## src/rtl/dmaswap_pkg.sv

```systemverilog
package dmaswap_pkg;
  typedef enum logic [2:0] {
    ST_IDLE,
    ST_FILL,
    ST_DRAIN,
    ST_RREQ,
    ST_RWAIT,
    ST_ROUT,
    ST_DONE
  } xfer_st_e;
endpackage

```

## src/rtl/dma_req_prep.sv

```systemverilog
module dma_req_prep #(
  parameter int ADDR_W = 32,
  parameter int LEN_W  = 16
) (
  input  logic [ADDR_W-1:0] req_addr,
  input  logic [ADDR_W-1:0] base_addr,
  input  logic [LEN_W-1:0]  req_len,
  input  logic              req_swap,
  output logic [ADDR_W-1:0] eff_addr,
  output logic [LEN_W-1:0]  eff_len
);
  logic [ADDR_W-1:0] addr_clr;
  logic [LEN_W-1:0]  len_clr;

  // swap mode rounds both the start and the length down to even
  assign addr_clr = {{(ADDR_W-1){1'b1}}, ~req_swap};
  assign len_clr  = {{(LEN_W-1){1'b1}}, ~req_swap};

  always_comb begin
    eff_addr = (req_addr | base_addr) & addr_clr;
    eff_len  = req_len & len_clr;
  end
endmodule

```

## src/rtl/dma_byte_lane.sv

```systemverilog
module dma_byte_lane #(
  parameter int BYTE_W = 8,
  parameter int LANES  = 2
) (
  input  logic [BYTE_W*LANES-1:0] din,
  input  logic                    swap_en,
  input  logic                    keep_hi,
  output logic [BYTE_W*LANES-1:0] dout
);
  logic [BYTE_W*LANES-1:0] sel;

  for (genvar g = 0; g < LANES; g++) begin : g_lane
    assign sel[g*BYTE_W +: BYTE_W] =
      swap_en ? din[(LANES-1-g)*BYTE_W +: BYTE_W] : din[g*BYTE_W +: BYTE_W];
  end

  // lanes above the lowest are zeroed on a half-filled final beat
  for (genvar g = 0; g < LANES; g++) begin : g_mask
    if (g == 0) begin : g_lo
      assign dout[g*BYTE_W +: BYTE_W] = sel[g*BYTE_W +: BYTE_W];
    end else begin : g_hi
      assign dout[g*BYTE_W +: BYTE_W] = keep_hi ? sel[g*BYTE_W +: BYTE_W] : '0;
    end
  end
endmodule

```

## src/rtl/dma_stage_buf.sv

```systemverilog
module dma_stage_buf #(
  parameter int WORDS  = 32,
  parameter int DATA_W = 16,
  localparam int IDX_W = $clog2(WORDS)
) (
  input  logic              clk,
  input  logic              wr_en,
  input  logic [IDX_W-1:0]  wr_idx,
  input  logic [DATA_W-1:0] wr_data,
  input  logic [IDX_W-1:0]  rd_idx,
  output logic [DATA_W-1:0] rd_data
);
  logic [DATA_W-1:0] store_q [WORDS];

  always_ff @(posedge clk) begin
    if (wr_en) begin
      store_q[wr_idx] <= wr_data;
    end
  end

  assign rd_data = store_q[rd_idx];
endmodule

```

## src/rtl/dma_xfer_ctrl.sv

```systemverilog
module dma_xfer_ctrl
  import dmaswap_pkg::*;
#(
  parameter int ADDR_W      = 32,
  parameter int LEN_W       = 16,
  parameter int CHUNK_BYTES = 64,
  localparam int WORDS = CHUNK_BYTES / 2,
  localparam int IDX_W = $clog2(WORDS),
  localparam int BW    = IDX_W + 1,
  localparam int CW    = $clog2(CHUNK_BYTES) + 1
) (
  input  logic              clk,
  input  logic              rst_n,
  input  logic              req_valid,
  input  logic              req_to_mem,
  input  logic              req_swap,
  input  logic [ADDR_W-1:0] eff_addr,
  input  logic [LEN_W-1:0]  eff_len,
  output logic              req_ready,
  input  logic              pin_valid,
  output logic              pin_ready,
  output logic              fill_wr,
  output logic [IDX_W-1:0]  fill_idx,
  output logic [IDX_W-1:0]  drain_idx,
  output logic              mem_valid,
  input  logic              mem_ready,
  output logic              mem_we,
  output logic [ADDR_W-1:0] mem_addr,
  output logic [1:0]        mem_be,
  input  logic              mem_rvalid,
  input  logic [15:0]       rd_lane,
  output logic              rd_keep_hi,
  output logic              pout_valid,
  input  logic              pout_ready,
  output logic [15:0]       pout_data,
  output logic              done,
  output logic              xfer_swap
);
  xfer_st_e          st_q, st_d;
  logic [ADDR_W-1:0] addr_q, addr_d;
  logic [LEN_W-1:0]  rem_q, rem_d;
  logic [CW-1:0]     chunk_q, chunk_d;
  logic [BW-1:0]     fill_q, fill_d;
  logic [BW-1:0]     drain_q, drain_d;
  logic              swap_q, swap_d;
  logic [15:0]       rd_q, rd_d;

  logic [BW-1:0]     beats;
  logic              fill_last;
  logic              drain_last;
  logic [LEN_W-1:0]  rem_after;
  logic [1:0]        rd_step;
  logic              rem_one;
  logic              rd_load;

  function automatic logic [CW-1:0] chunk_of(input logic [LEN_W-1:0] r);
    if (r > LEN_W'(CHUNK_BYTES)) return CW'(CHUNK_BYTES);
    return CW'(r);
  endfunction

  // derived per-chunk quantities
  always_comb begin
    beats      = BW'((chunk_q + CW'(1)) >> 1);
    fill_last  = (fill_q + BW'(1)) == beats;
    drain_last = (drain_q + BW'(1)) == beats;
    rem_after  = rem_q - LEN_W'(chunk_q);
    rem_one    = rem_q == LEN_W'(1);
    rd_step    = rem_one ? 2'd1 : 2'd2;
  end

  // next-state process
  always_comb begin
    st_d    = st_q;
    addr_d  = addr_q;
    rem_d   = rem_q;
    chunk_d = chunk_q;
    fill_d  = fill_q;
    drain_d = drain_q;
    swap_d  = swap_q;
    rd_load = 1'b0;
    rd_d    = rd_lane;
    unique case (st_q)
      ST_IDLE: begin
        if (req_valid) begin
          addr_d  = eff_addr;
          rem_d   = eff_len;
          swap_d  = req_swap;
          chunk_d = chunk_of(eff_len);
          fill_d  = '0;
          if (eff_len == '0)   st_d = ST_DONE;
          else if (req_to_mem) st_d = ST_FILL;
          else                 st_d = ST_RREQ;
        end
      end
      ST_FILL: begin
        if (pin_valid) begin
          fill_d = fill_q + BW'(1);
          if (fill_last) begin
            drain_d = '0;
            st_d    = ST_DRAIN;
          end
        end
      end
      ST_DRAIN: begin
        if (mem_ready) begin
          drain_d = drain_q + BW'(1);
          if (drain_last) begin
            addr_d  = addr_q + ADDR_W'(chunk_q);
            rem_d   = rem_after;
            chunk_d = chunk_of(rem_after);
            fill_d  = '0;
            st_d    = (rem_after == '0) ? ST_DONE : ST_FILL;
          end
        end
      end
      ST_RREQ: begin
        if (mem_ready) st_d = ST_RWAIT;
      end
      ST_RWAIT: begin
        if (mem_rvalid) begin
          rd_load = 1'b1;
          st_d    = ST_ROUT;
        end
      end
      ST_ROUT: begin
        if (pout_ready) begin
          addr_d = addr_q + ADDR_W'(rd_step);
          rem_d  = rem_q - LEN_W'(rd_step);
          st_d   = (rem_q == LEN_W'(rd_step)) ? ST_DONE : ST_RREQ;
        end
      end
      ST_DONE: st_d = ST_IDLE;
      default: st_d = ST_IDLE;
    endcase
  end

  // register process
  always_ff @(posedge clk or negedge rst_n) begin
    if (!rst_n) begin
      st_q    <= ST_IDLE;
      addr_q  <= '0;
      rem_q   <= '0;
      chunk_q <= '0;
      fill_q  <= '0;
      drain_q <= '0;
      swap_q  <= 1'b0;
      rd_q    <= '0;
    end else begin
      st_q    <= st_d;
      addr_q  <= addr_d;
      rem_q   <= rem_d;
      chunk_q <= chunk_d;
      fill_q  <= fill_d;
      drain_q <= drain_d;
      swap_q  <= swap_d;
      if (rd_load) begin
        rd_q <= rd_d;
      end
    end
  end

  // outputs
  always_comb begin
    req_ready  = st_q == ST_IDLE;
    pin_ready  = st_q == ST_FILL;
    fill_wr    = (st_q == ST_FILL) && pin_valid;
    fill_idx   = fill_q[IDX_W-1:0];
    drain_idx  = drain_q[IDX_W-1:0];
    mem_valid  = (st_q == ST_DRAIN) || (st_q == ST_RREQ);
    mem_we     = st_q == ST_DRAIN;
    if (st_q == ST_DRAIN) begin
      mem_addr = addr_q + ADDR_W'({drain_q, 1'b0});
      mem_be   = (drain_last && chunk_q[0]) ? 2'b01 : 2'b11;
    end else begin
      mem_addr = addr_q;
      mem_be   = rem_one ? 2'b01 : 2'b11;
    end
    rd_keep_hi = !rem_one;
    pout_valid = st_q == ST_ROUT;
    pout_data  = rd_q;
    done       = st_q == ST_DONE;
    xfer_swap  = swap_q;
  end
endmodule

```

## src/rtl/dma_swap_path.sv

```systemverilog
module dma_swap_path #(
  parameter int ADDR_W      = 32,
  parameter int LEN_W       = 16,
  parameter int CHUNK_BYTES = 64,
  localparam int WORDS = CHUNK_BYTES / 2,
  localparam int IDX_W = $clog2(WORDS)
) (
  input  logic              clk,
  input  logic              rst_n,
  input  logic [ADDR_W-1:0] base_addr,
  input  logic              req_valid,
  output logic              req_ready,
  input  logic [ADDR_W-1:0] req_addr,
  input  logic [LEN_W-1:0]  req_len,
  input  logic              req_to_mem,
  input  logic              req_swap,
  input  logic              pin_valid,
  output logic              pin_ready,
  input  logic [15:0]       pin_data,
  output logic              pout_valid,
  input  logic              pout_ready,
  output logic [15:0]       pout_data,
  output logic              mem_valid,
  input  logic              mem_ready,
  output logic              mem_we,
  output logic [ADDR_W-1:0] mem_addr,
  output logic [1:0]        mem_be,
  output logic [15:0]       mem_wdata,
  input  logic              mem_rvalid,
  input  logic [15:0]       mem_rdata,
  output logic              done
);
  logic [ADDR_W-1:0] eff_addr;
  logic [LEN_W-1:0]  eff_len;
  logic              fill_wr;
  logic [IDX_W-1:0]  fill_idx;
  logic [IDX_W-1:0]  drain_idx;
  logic [15:0]       wr_lane;
  logic [15:0]       rd_lane;
  logic              rd_keep_hi;
  logic              xfer_swap;

  dma_req_prep #(.ADDR_W(ADDR_W), .LEN_W(LEN_W)) i_prep (
    .req_addr (req_addr),
    .base_addr(base_addr),
    .req_len  (req_len),
    .req_swap (req_swap),
    .eff_addr (eff_addr),
    .eff_len  (eff_len)
  );

  dma_byte_lane i_wr_lane (
    .din    (pin_data),
    .swap_en(xfer_swap),
    .keep_hi(1'b1),
    .dout   (wr_lane)
  );

  dma_byte_lane i_rd_lane (
    .din    (mem_rdata),
    .swap_en(xfer_swap),
    .keep_hi(rd_keep_hi),
    .dout   (rd_lane)
  );

  dma_stage_buf #(.WORDS(WORDS), .DATA_W(16)) i_buf (
    .clk    (clk),
    .wr_en  (fill_wr),
    .wr_idx (fill_idx),
    .wr_data(wr_lane),
    .rd_idx (drain_idx),
    .rd_data(mem_wdata)
  );

  dma_xfer_ctrl #(
    .ADDR_W(ADDR_W), .LEN_W(LEN_W), .CHUNK_BYTES(CHUNK_BYTES)
  ) i_ctrl (
    .clk       (clk),
    .rst_n     (rst_n),
    .req_valid (req_valid),
    .req_to_mem(req_to_mem),
    .req_swap  (req_swap),
    .eff_addr  (eff_addr),
    .eff_len   (eff_len),
    .req_ready (req_ready),
    .pin_valid (pin_valid),
    .pin_ready (pin_ready),
    .fill_wr   (fill_wr),
    .fill_idx  (fill_idx),
    .drain_idx (drain_idx),
    .mem_valid (mem_valid),
    .mem_ready (mem_ready),
    .mem_we    (mem_we),
    .mem_addr  (mem_addr),
    .mem_be    (mem_be),
    .mem_rvalid(mem_rvalid),
    .rd_lane   (rd_lane),
    .rd_keep_hi(rd_keep_hi),
    .pout_valid(pout_valid),
    .pout_ready(pout_ready),
    .pout_data (pout_data),
    .done      (done),
    .xfer_swap (xfer_swap)
  );
endmodule

```

## config.mk

```make
export PLATFORM = sky130hd
export DESIGN_NAME = dma_swap_path
export DESIGN_NICKNAME = d
export VERILOG_FILES = /design/src/rtl/dmaswap_pkg.sv /design/src/rtl/dma_req_prep.sv /design/src/rtl/dma_byte_lane.sv /design/src/rtl/dma_stage_buf.sv /design/src/rtl/dma_xfer_ctrl.sv /design/src/rtl/dma_swap_path.sv
export SDC_FILE = /design/constraint.sdc
export NUM_CORES = 1
export LEC_CHECK = 0
export ABC_AREA = 1
export BUFFER_PORTS_ARGS = -buffer_cell sky130_fd_sc_hd__buf_4
export CORE_MARGIN = 5
export CORE_UTILIZATION = 38
export CTS_BUF_LIST = sky130_fd_sc_hd__clkbuf_4 sky130_fd_sc_hd__clkbuf_8
export DETAILED_ROUTE_END_ITERATION = 16
export HOLD_SLACK_MARGIN = 0.05
export PLACE_DENSITY = 0.6
export SKIP_CTS_REPAIR_TIMING = 1
export SYNTH_ARGS = -nofsm -noshare
export SYNTH_HDL_FRONTEND = slang
export SYNTH_SLANG_ARGS = --single-unit
```

## constraint.sdc

```tcl
create_clock -name clk -period 4 [get_ports clk]
set_input_delay 0 -clock clk [delete_from_list [all_inputs] [get_ports clk]]
set_output_delay 0 -clock clk [all_outputs]
set_load 0.02 [all_outputs]
```

* After elaboration in Yosys (flattened, before gate mapping)
Memories as Yosys holds them, arrays and structs flattened.
Cells that the tools add are included.
** Cells by class
- Reduce and logical (&&, ||, !) cells :: 16
- Multiplexer cells :: 61
- Bitwise logic cells :: 4
- Add/subtract/negate cells :: 8
- Equal/unequal tests :: 18
- $lt $le $gt $ge :: 2
** Operators by type and width (count)
- $mux 32 :: 5
- $pmux 32 s3 :: 1
- $add 32x7->32 :: 2
- $mux 16 :: 4
- $mux 7 :: 7
- $pmux 16 s3 :: 1
- $mux 6 :: 7
- $mux 8 :: 5
- $mux 3 :: 11
- $add 32x2->32 :: 1
- $and 32x32->32 :: 1
- $gt 16x7->1 const B :: 2
- $logic_not 16->1 :: 2
- $or 32x32->32 :: 1
- $pmux 3 s6 :: 1
- $pmux 6 s3 :: 1
- $and 16x16->16 :: 1
- $eq 16x1->1 const B :: 1
- $eq 16x2->1 :: 1
- $sub 16x2->16 :: 1
- $sub 16x7->16 :: 1
- $pmux 7 s2 :: 1
- $add 6x1->6 const B :: 2
- $eq 6x6->1 :: 2
- 19 further kinds :: 47
** Storage, ports and cells
- Memories :: 1
- Word-level logic and storage cells :: 118
- Register bits after elaboration :: 87
- Bits of input ports :: 121
- Bits in writable memories :: 512
** Memory list
- i_buf.store_q :: words 32, width 16, rd ports 1, clocked after memory_dff 0, wr ports 1, line dma_stage_buf.sv:13 : logic [DATA_W-1:0] store_q [WORDS];

* Depth between registers and ports, before layout
Gate-level depths: netlist of the first run.
- Depth after elaboration :: 10
- Mapped depth :: 23
- Depth with buffers taken out :: 23

* Cells and area by module
A second synthesis of the first run with hierarchy kept.
** Unflattened totals
- Cells, all modules :: 3104
- Area total of the unflattened synthesis :: 29333.1 um^2
** By module, submodules not included
- dma_stage_buf :: instances 1, cells an instance 1778, area an instance 20981.4 um^2
- dma_xfer_ctrl :: instances 1, cells an instance 1155, area an instance 7533.5 um^2
- dma_byte_lane :: instances 2, cells an instance 60, area an instance 246.5 um^2
- dma_req_prep :: instances 1, cells an instance 50, area an instance 321.6 um^2
- dma_swap_path :: instances 1, cells an instance 1, area an instance 3.8 um^2

* Worst setup path after synthesis of the first run
Ideal clock, no wire load.
- Path kind :: flip-flop to flip-flop
- Start :: register i_ctrl.st_q[0]
- End :: register i_ctrl.addr_q[30]
- Slack :: 1.019 ns
- Clock period less this slack :: 2.981 ns
- Required time :: 3.878 ns
- Cell stages (with the launch flop) :: 20
- Path buffers :: 1
- Arrival time :: 2.859 ns
- Path through :: dfrtp_1 > inv_2 > nor2_1 > inv_2 > nor2_2 > clkbuf_1 > nand2_1 > o21ai_0 > inv_1 > fa_1 > nand3_1 > nand3_1 > nand3_1 > nand2_1 > nand2_1 > clkinv_1 > nand3_1 > nand2_1 > a21oi_1 > o21ai_1
** Between the ends
- Cells in the longest elaborated chain, start to end :: 3
- Elaborated cells on any way between the ends :: 10
- Classes of those cells :: 6 x eq/ne; 1 x mux; 3 x reduce/logical
** Ends and longest elaborated chain
- start, declared :: line dma_xfer_ctrl.sv:39 : xfer_st_e st_q, st_d;
- start signal, assigned :: line dma_xfer_ctrl.sv:149 : st_q <= st_d;
- $eq 3x3->1 (*)
- via pout_valid :: line dma_swap_path.sv:20 : output logic pout_valid,
- $ne 2x1->1 (no line) or $reduce_bool 3->1 (tied branches)
- $reduce_and 5->1 (no line)
- end signal, assigned :: line dma_xfer_ctrl.sv:150 : addr_q <= addr_d;
- end, declared :: line dma_xfer_ctrl.sv:40 : logic [ADDR_W-1:0] addr_q, addr_d;
Mark *: on every way through the listed nets, which the timed path passes. The rest lies on a longest branch.
A chain may end at the register's enable or synchronous reset.

* Worst setup path in the final report of the first run
- Start :: register i_ctrl.drain_q[0]
- End :: output mem_addr[21]
** Between the ends
- Cells in the longest elaborated chain, start to end :: 2
** Ends and longest elaborated chain
- start, declared :: line dma_xfer_ctrl.sv:44 : logic [BW-1:0] drain_q, drain_d;
- start signal, assigned :: line dma_xfer_ctrl.sv:154 : drain_q <= drain_d;
- $add 32x7->32 :: line dma_xfer_ctrl.sv:172 : mem_addr = addr_q + ADDR_W'({drain_q, 1'b0});
- $mux 32 :: line dma_xfer_ctrl.sv:171 : if (st_q == ST_DRAIN) begin
- end, declared :: line dma_swap_path.sv:26 : output logic [ADDR_W-1:0] mem_addr,
No other way between the ends.

==> impl_summary.log, run 1 <==
INFO  metric hold-path-cell-count = 4
INFO  metric clock-sinks = 599
INFO  metric sw_frac_of_total = 42.1%
INFO  metric worstReg2RegStart = i_ctrl.st_q[0]
INFO  metric grt_start_max_net_pins = 215
INFO  metric p_leak = 13.3 nW
INFO  metric count_of_final_hold_check_violations = 0
INFO  metric detail_route.wirelength = 83400 um
INFO  metric area_fraction_in_and_or_nand_and_nor_cells_after_synthesis = 16.9%
INFO  metric area_growth_syn_to_layout = 21.6%
INFO  metric setup_slack_reg_to_reg = 0.57 ns
INFO  metric ys_types = 46
INFO  metric terminating_pin_of_the_worst_hold_path = i_ctrl.rem_q[14]
INFO  metric synth.ff_latch_count = 599
INFO  metric synth_area = 28200 um^2
INFO  metric chipHeight = 283 um
INFO  metric layout_common_cells = edfxtp_1 (512), nand2_1 (502), nor2_1 (452)
INFO  metric route.antenna.remaining_nets = 0
INFO  metric hp-start = req_len[14]
INFO  metric rsz0062_at_grt = no
INFO  metric hold_path_class = in2reg
INFO  metric tightest_slew = 1.01 ns
INFO  metric yosysSeqAreaShare = 62.1%
INFO  metric ys_dominant_reg_cell = edfxtp_1
INFO  metric r2r-end = i_ctrl.addr_q[3]
INFO  metric pre_cts_ws = 0.671 ns
INFO  metric post-route-period-util = 91.7%
INFO  metric drv_slew = 0
INFO  metric crit_required = 4.00 ns
INFO  metric synth_compound_gate_area_share = 12.9%
INFO  metric wl_per_cell = 19.5 um
INFO  metric worstPathCellList = ha_1, inv_1, fa_1, o21ai_0, nand2_1, nand2_1, a21oi_1, nor2_1, nand3_1, nor2_1, xor2_1, buf_4
INFO  metric clk_path_buf_depth = 3
INFO  metric ys_async_sr_fraction = 14.5%
INFO  metric drc_errors = 0
INFO  metric switching_power = 0.0104 W
INFO  metric min_period = 3.67 ns
INFO  metric floorplan.initialDensity = 38.1%
INFO  metric synth_xor_xnor_area_share = 1.61%
INFO  metric die_width = 283 um
INFO  metric share_seq_of_total_power = 34.5%
INFO  metric finalInstanceArea = 34300 um^2
INFO  metric syn-mean-instance-area = 9.87 um^2
INFO  metric cts_root_buf = clkbuf_8
INFO  metric worstRegToRegCells = 12
INFO  metric htree_levels = 3
INFO  metric worstPathBufferInverterCount = 2
INFO  metric setup.worst_path.class = reg2out
INFO  metric clockPowerShare = 21.7%
INFO  metric clkSlewWorstSetupHoldPaths = 0.06 ns
INFO  metric crit_family = simple AND/OR/NAND/NOR gates
INFO  metric aggregate_negative_setup_slack = 0 ns
INFO  metric vias = 22580
INFO  metric synthesis.yosys.warnings = 0
INFO  metric max_cap_viol_count = 0
INFO  metric worstPathMaxFanout = 10
INFO  metric grt_overflow_total = 0
INFO  metric maxSlewHeadroom = 32.9%
INFO  metric first_global_vias = 20933
INFO  metric synthCells = 2863
INFO  metric grt_pass1_wl = 123000 um
INFO  metric post_synth_fa_ha_maj_area_fraction = 1.57%
INFO  metric detailroute.wirelength.met3 = 5570 um
INFO  metric gr-usage-all-layers = 19.8%
INFO  metric internal-power = 0.0143 W
INFO  metric run_status = complete, no violations
INFO  metric design.final.nets = 3365
INFO  metric cpMaxStageDelayCell = dfrtp_4
INFO  metric synthMuxAreaShare = 0%
INFO  metric initial_antenna_violation_count = 1
INFO  metric final_critical_path_setup_slack = 0.330 ns
INFO  metric synth_edf_count = 512
INFO  metric buffer_ports.inserted = 191
INFO  metric dr.first_iter.drc_count = 2023
INFO  metric die_area = 79900 um^2
INFO  metric synth_top_family_by_area = simple AND/OR/NAND/NOR gates
INFO  metric max-vdd-ir-drop = 0.395 mV
INFO  metric fin_worst_skew = 0.0325 ns
INFO  metric clock_tree_from_tritoncts = yes
INFO  metric ioPinCount = 193
INFO  metric met1_length = 37000 um
INFO  metric global_placer_s_final_weighted_congestion = 0.924
INFO  metric syn-num-nets = 3017
INFO  metric place.detailed.hpwl = 49500 um
INFO  metric max_clock_freq = 272 MHz
INFO  metric layout.cells.most_common = edfxtp_1
INFO  metric critical-path-max-stage-delay = 0.53 ns
INFO  metric core.rowCount = 100
INFO  metric route.top_layer_used = met4
INFO  metric detail_route.vias_per_cell = 5.30
INFO  metric setup.worst_path.start_class = register
INFO  metric powerDensity = 718 nW/um^2
INFO  metric dr.pass1.iters = 7
INFO  metric final.fill_count = 6952
INFO  metric power.total = 0.0246 W
INFO  metric post_route_cells_drive_above_1_share = 14.9%
INFO  metric routed-wl-met2 = 39100 um
INFO  metric cp_capture_type = output pin
INFO  metric placed_cell_area = 30900 um^2
INFO  metric combPwrFrac = 43.8%
INFO  metric critical_path_arrival = 3.67 ns
INFO  metric clock_insertion_delay_worst_skew = 0.70 ns
INFO  metric coreArea = 74100 um^2
INFO  metric setup_viol_count_final = 0
INFO  metric cts_made_buffers = 98
==> registers in the layout, summed over array words and instances, names as in the netlist <==
name	count
i_buf.store_q	512
i_ctrl.addr_q	32
i_ctrl.chunk_q	7
i_ctrl.drain_q	6
i_ctrl.fill_q	6
i_ctrl.pout_data	16
i_ctrl.rem_q	16
i_ctrl.st_q	3
i_ctrl.xfer_swap	1
==> cells in the mapped netlist (3+ instances only) <==
cell type / count / area, um^2
edfxtp_1: 512 / 15400
a21oi_1: 50 / 250
o22ai_1: 151 / 945
fa_1: 4 / 80.1
buf_1: 5 / 18.8
xnor2_1: 7 / 61.3
o211ai_1: 6 / 45.0
nor3_1: 15 / 75.1
ha_1: 29 / 363
dfrtp_1: 87 / 2180
nand2_1: 502 / 1880
o21ai_1: 31 / 155
a31oi_1: 3 / 18.8
o31ai_1: 18 / 135
xor2_1: 43 / 377
nand4_1: 34 / 213
a32o_1: 4 / 40.0
buf_4: 11 / 82.6
o21ai_0: 395 / 1980
buf_2: 41 / 205
inv_1: 162 / 608
nor4_1: 3 / 18.8
nor2_1: 461 / 1730
o21bai_1: 3 / 22.5
clkbuf_1: 100 / 375
inv_2: 11 / 41.3
nor2_2: 9 / 56.3
nand3_1: 139 / 696
==> stage by stage <==
| step | utilization [%] | instances | hold slack (ns) |
|---|---|---|---|
| final | 46.4 | 4264 | 0.174 |
| after global routing | 46.4 | 4264 | 0.151 |
| after CTS | 44.4 | 4122 | -0.642 |
| after detailed placement | 41.8 | 3939 | 0.104 |
| after global placement | 41.8 | 3939 | 0.0962 |
| after floorplan | - | 2863 | -0.296 |
==> layout make-up <==
class / count / area (um^2) / area share [%]
flip-flops and latches: 599 / 17600 / 51.1
diodes: 1 / 2.50 / 0.00729
repair buffers: 407 / 3500 / 10.2
clock buffers: 135 / 1660 / 4.83
clock inverters: 48 / 320 / 0.933
well taps: 969 / 1210 / 3.53
multi-input cells: 1930 / 9420 / 27.4
inverters: 175 / 664 / 1.93
==> power by group through the flow <==
stage	clock network (W)	registers (W)	logic, W
3_3_place_gp	0	0.00859	0.0103
5_1_grt	0.00579	0.00855	0.0119
4_1_cts	0.00550	0.00847	0.0104
3_5_place_dp	0	0.00859	0.0104
6_report	0.00536	0.00849	0.0108
2_1_floorplan	0	0.00845	0.00694
==> per-layer routing <==
metal  global-route usage [%]  vias to the layer above
met5                        0                        -
met2                     31.6                      790
met4                     4.82                        0
met1                     28.2                    10951
li1                         -                    10715
met3                     3.81                      124
==> kinds of logic (layout without fill, tap and decap cells) <==
logic type,after synthesis,count (layout)
adders and majority gates,33,33
xor gates and xnor gates,51,51
AOI/OAI and AO/OA,669,669
DFF,599,599
and+or+nand+nor,1176,1176
other,1,2
buffers and inverters,334,765
==> worst max-delay path by stage <==
| stage | startpoint | end | slack, ns | depth (start not counted) |
|---|---|---|---|---|
| floorplan | i_ctrl.st_q[0] | i_ctrl.addr_q[30] | 1.02 | 19 |
| global placement | i_ctrl.rem_q[8] | i_ctrl.addr_q[29] | 0.73 | 23 |
| global route | i_ctrl.rem_q[8] | i_ctrl.addr_q[21] | 0.03 | 23 |
| CTS | i_ctrl.drain_q[1] | mem_addr[21] | 0.30 | 11 |
| finish | i_ctrl.drain_q[0] | mem_addr[21] | 0.33 | 12 |
| detailed placement | i_ctrl.rem_q[9] | i_ctrl.addr_q[14] | 0.67 | 22 |
==> worst min-delay path: stages <==
cell and delay (ns):
dlygate4sd3_1 0.53, buf_4 0.11, a21oi_1 0.06, o21ai_1 0.12
No activity file was read; power rests on OpenSTA's default activity.
==> inputs of run 2 (changes only) <==
clock period = 3.5 ns   (was 4 ns; I/O delays follow)
==> run 2 against run 1 <==
Against the previous run:
- power increased by 16%
- critical path depth is the same
- sequential share of layout area shrank 0.29 points
- via count is 0.98% higher
- routed wire length increased by 1.8%
- critical path type unchanged
- critical endpoint is now mem_addr[31]
==> impl_summary.log, run 2 (synthesized netlist as in run 1, its figures left out) <==
INFO  metric fin_worst_skew = 0.0505 ns (+0.0180 ns)
INFO  metric clkSlewWorstSetupHoldPaths = 0.06 ns (about the same)
INFO  metric gr-usage-all-layers = 20.1% (+0.32 points)
INFO  metric powerDensity = 825 nW/um^2 (+15%)
INFO  metric grt_overflow_total = 0 (unchanged)
INFO  metric worstPathMaxFanout = 7 (-3)
INFO  metric multi_input_area = 9470 um^2 (+0.53%)
INFO  metric grt_start_max_net_pins = 220 (+2.3%)
INFO  metric worst_hold_slack = 0.118 ns (-0.0560 ns)
INFO  metric place.detailed.hpwl = 49800 um (+0.45%)
INFO  metric dr.first_iter.drc_count = 2025 (+0.099%)
INFO  metric hp-start = req_len[14]
INFO  metric cts_root_buf = clkbuf_8
INFO  metric rsz0062_at_grt = yes
INFO  metric drc_errors = 0 (unchanged)
INFO  metric buffer_ports.inserted = 191 (unchanged)
INFO  metric p_leak = 13.4 nW (+0.61%)
INFO  metric worstReg2RegStart = i_ctrl.rem_q[9]
INFO  metric die_width = 283 um (unchanged)
INFO  metric cp_capture_type = output pin
INFO  metric max_clock_freq = 301 MHz
INFO  metric detail_route.vias_per_cell = 5.33 (+0.67%)
INFO  metric maxSlewHeadroom = 28.9% (-4.0 points)
INFO  metric detail_route.wirelength = 84800 um (+1.8%)
INFO  metric cp-startpoint = i_ctrl.drain_q[0]
INFO  metric first_global_vias = 20863 (-0.33%)
INFO  metric area.sequential = 17600 um^2 (about the same)
INFO  metric floorplan.initialDensity = 38.1% (unchanged)
INFO  metric placed_cell_area = 31000 um^2 (+0.27%)
INFO  metric clk_path_buf_depth = 3 (unchanged)
INFO  metric registers.top_by_ff_count = i_buf.store_q
INFO  metric chipHeight = 283 um (unchanged)
INFO  metric ioPinCount = 193 (unchanged)
INFO  metric design.final.nets = 3381 (+0.48%)
INFO  metric hold_path_class = in2reg
INFO  metric crit_required = 3.50 ns (-0.50 ns)
INFO  metric setup.worst_path.class = reg2out
INFO  metric die_area = 79900 um^2 (unchanged)
INFO  metric area_growth_syn_to_layout = 22.3%
INFO  metric final_cell_count_no_fill = 4277 (+0.30%)
INFO  metric post-route-period-util = 94.9%
INFO  metric final_util = 46.6% (+0.27 points)
INFO  metric min_period = 3.32 ns
INFO  metric route.antenna.remaining_nets = 0 (unchanged)
INFO  metric finalInstanceArea = 34500 um^2 (+0.59%)
INFO  metric count_of_final_hold_check_violations = 0 (unchanged)
INFO  metric clock-sinks = 599 (unchanged)
INFO  metric final_critical_path_setup_slack = 0.180 ns (-0.150 ns)
INFO  metric tightest_slew = 1.07 ns (+0.0595 ns)
INFO  metric critical_path_arrival = 3.32 ns (-0.35 ns)
INFO  metric post_route_cells_drive_above_1_share = 15.7% (+0.79 points)
INFO  metric grt_pass1_wl = 125000 um (+1.1%)
INFO  metric initial_antenna_violation_count = 1 (unchanged)
INFO  metric layout_common_cells = edfxtp_1 (512), nand2_1 (499), nor2_1 (447)
INFO  metric setup.worst_path.start_class = register
INFO  metric largest_reg_flops = 512 (unchanged)
INFO  metric max_cap_viol_count = 0 (unchanged)
INFO  metric setup_viol_count_final = 0 (unchanged)
INFO  metric global_placer_s_final_weighted_congestion = 0.901 (-2.5%)
INFO  metric final.fill_count = 6997 (+0.65%)
INFO  metric vias = 22801 (+0.98%)
INFO  metric layout.cells.most_common = edfxtp_1
INFO  metric dr.pass1.iters = 6 (-1)
INFO  metric core.rowCount = 100 (unchanged)
INFO  metric pre_cts_ws = 0.317 ns (-0.355 ns)
INFO  metric run_status = complete, no violations
INFO  metric wl_per_cell = 19.8 um (+1.5%)
INFO  metric clock_insertion_delay_worst_skew = 0.74 ns (+0.04 ns)
INFO  metric max-vdd-ir-drop = 0.490 mV (+24%)
INFO  metric htree_levels = 3 (unchanged)
INFO  metric drv_slew = 0 (unchanged)
INFO  metric cts_made_buffers = 103 (+5.1%)
INFO  metric dp_cells = 3947 (+0.20%)
INFO  metric clock_tree_from_tritoncts = yes
INFO  metric coreArea = 74100 um^2 (unchanged)
INFO  metric largestRegisters = i_buf.store_q (512), i_ctrl.addr_q (32)
run 2: cell type report:
cell class              instances  area share, %
diodes                          1        0.00724
multi-input cells            1930           27.4
clock inverters                42          0.920
repair buffers                418           10.4
flip-flops and latches        599           50.8
clock buffers                 143           4.97
inverters                     175           1.92
well taps                     969           3.51
run 2: through the flow:
| stage | power, W | setup TNS, ns |
|---|---|---|
| 2_1_floorplan | 0.0176 | 0 |
| 3_3_place_gp | 0.0216 | 0 |
| 5_1_grt | 0.0303 | -0.0229 |
| 4_1_cts | 0.0281 | -1.06 |
| 3_5_place_dp | 0.0217 | 0 |
| 6_report | 0.0285 | 0 |
run 2: layer usage:
| layer | vias to the layer above | GRT usage (%) | wire length [um] |
|---|---|---|---|
| li1 | 10736 | - | - |
| met3 | 132 | 4.07 | 6590 |
| met5 | - | 0 | 0 |
| met1 | 11047 | 28.6 | 36700 |
| met2 | 886 | 32.1 | 39800 |
| met4 | 0 | 5.00 | 1750 |
run 2: worst paths after layout:
path / to / slack, ns / cells after the start
worst min-delay path: i_ctrl.rem_q[14] / 0.12 / 4
worst max-delay path: mem_addr[31] / 0.18 / 12
max in group asynchronous: i_ctrl.rem_q[9] / 1.47 / 4
worst max register to register: i_ctrl.addr_q[30] / 0.42 / 21
min in group asynchronous: i_ctrl.rem_q[6] / 0.47 / 3
worst min register to register: i_ctrl.pout_data[13] / 0.49 / 2
run 2: power by group:
part | leakage [nW] | switching [W] | internal [W]
combinational | 6.63 | 0.00835 | 0.00415
clock | 1.08 | 0.00294 | 0.00336
sequential | 5.69 | 0.000723 | 0.00896
run 2: critical path, stage by stage (launching register included):
cell and delay, ns:
dfrtp_4 0.47, ha_1 0.17, inv_1 0.05, fa_1 0.39, o21ai_0 0.23, nand2_1 0.10
nand2_1 0.07, a21oi_1 0.09, nor2_4 0.21, nand2_1 0.17, nor2_1 0.18, xor2_1 0.26
buf_4 0.20
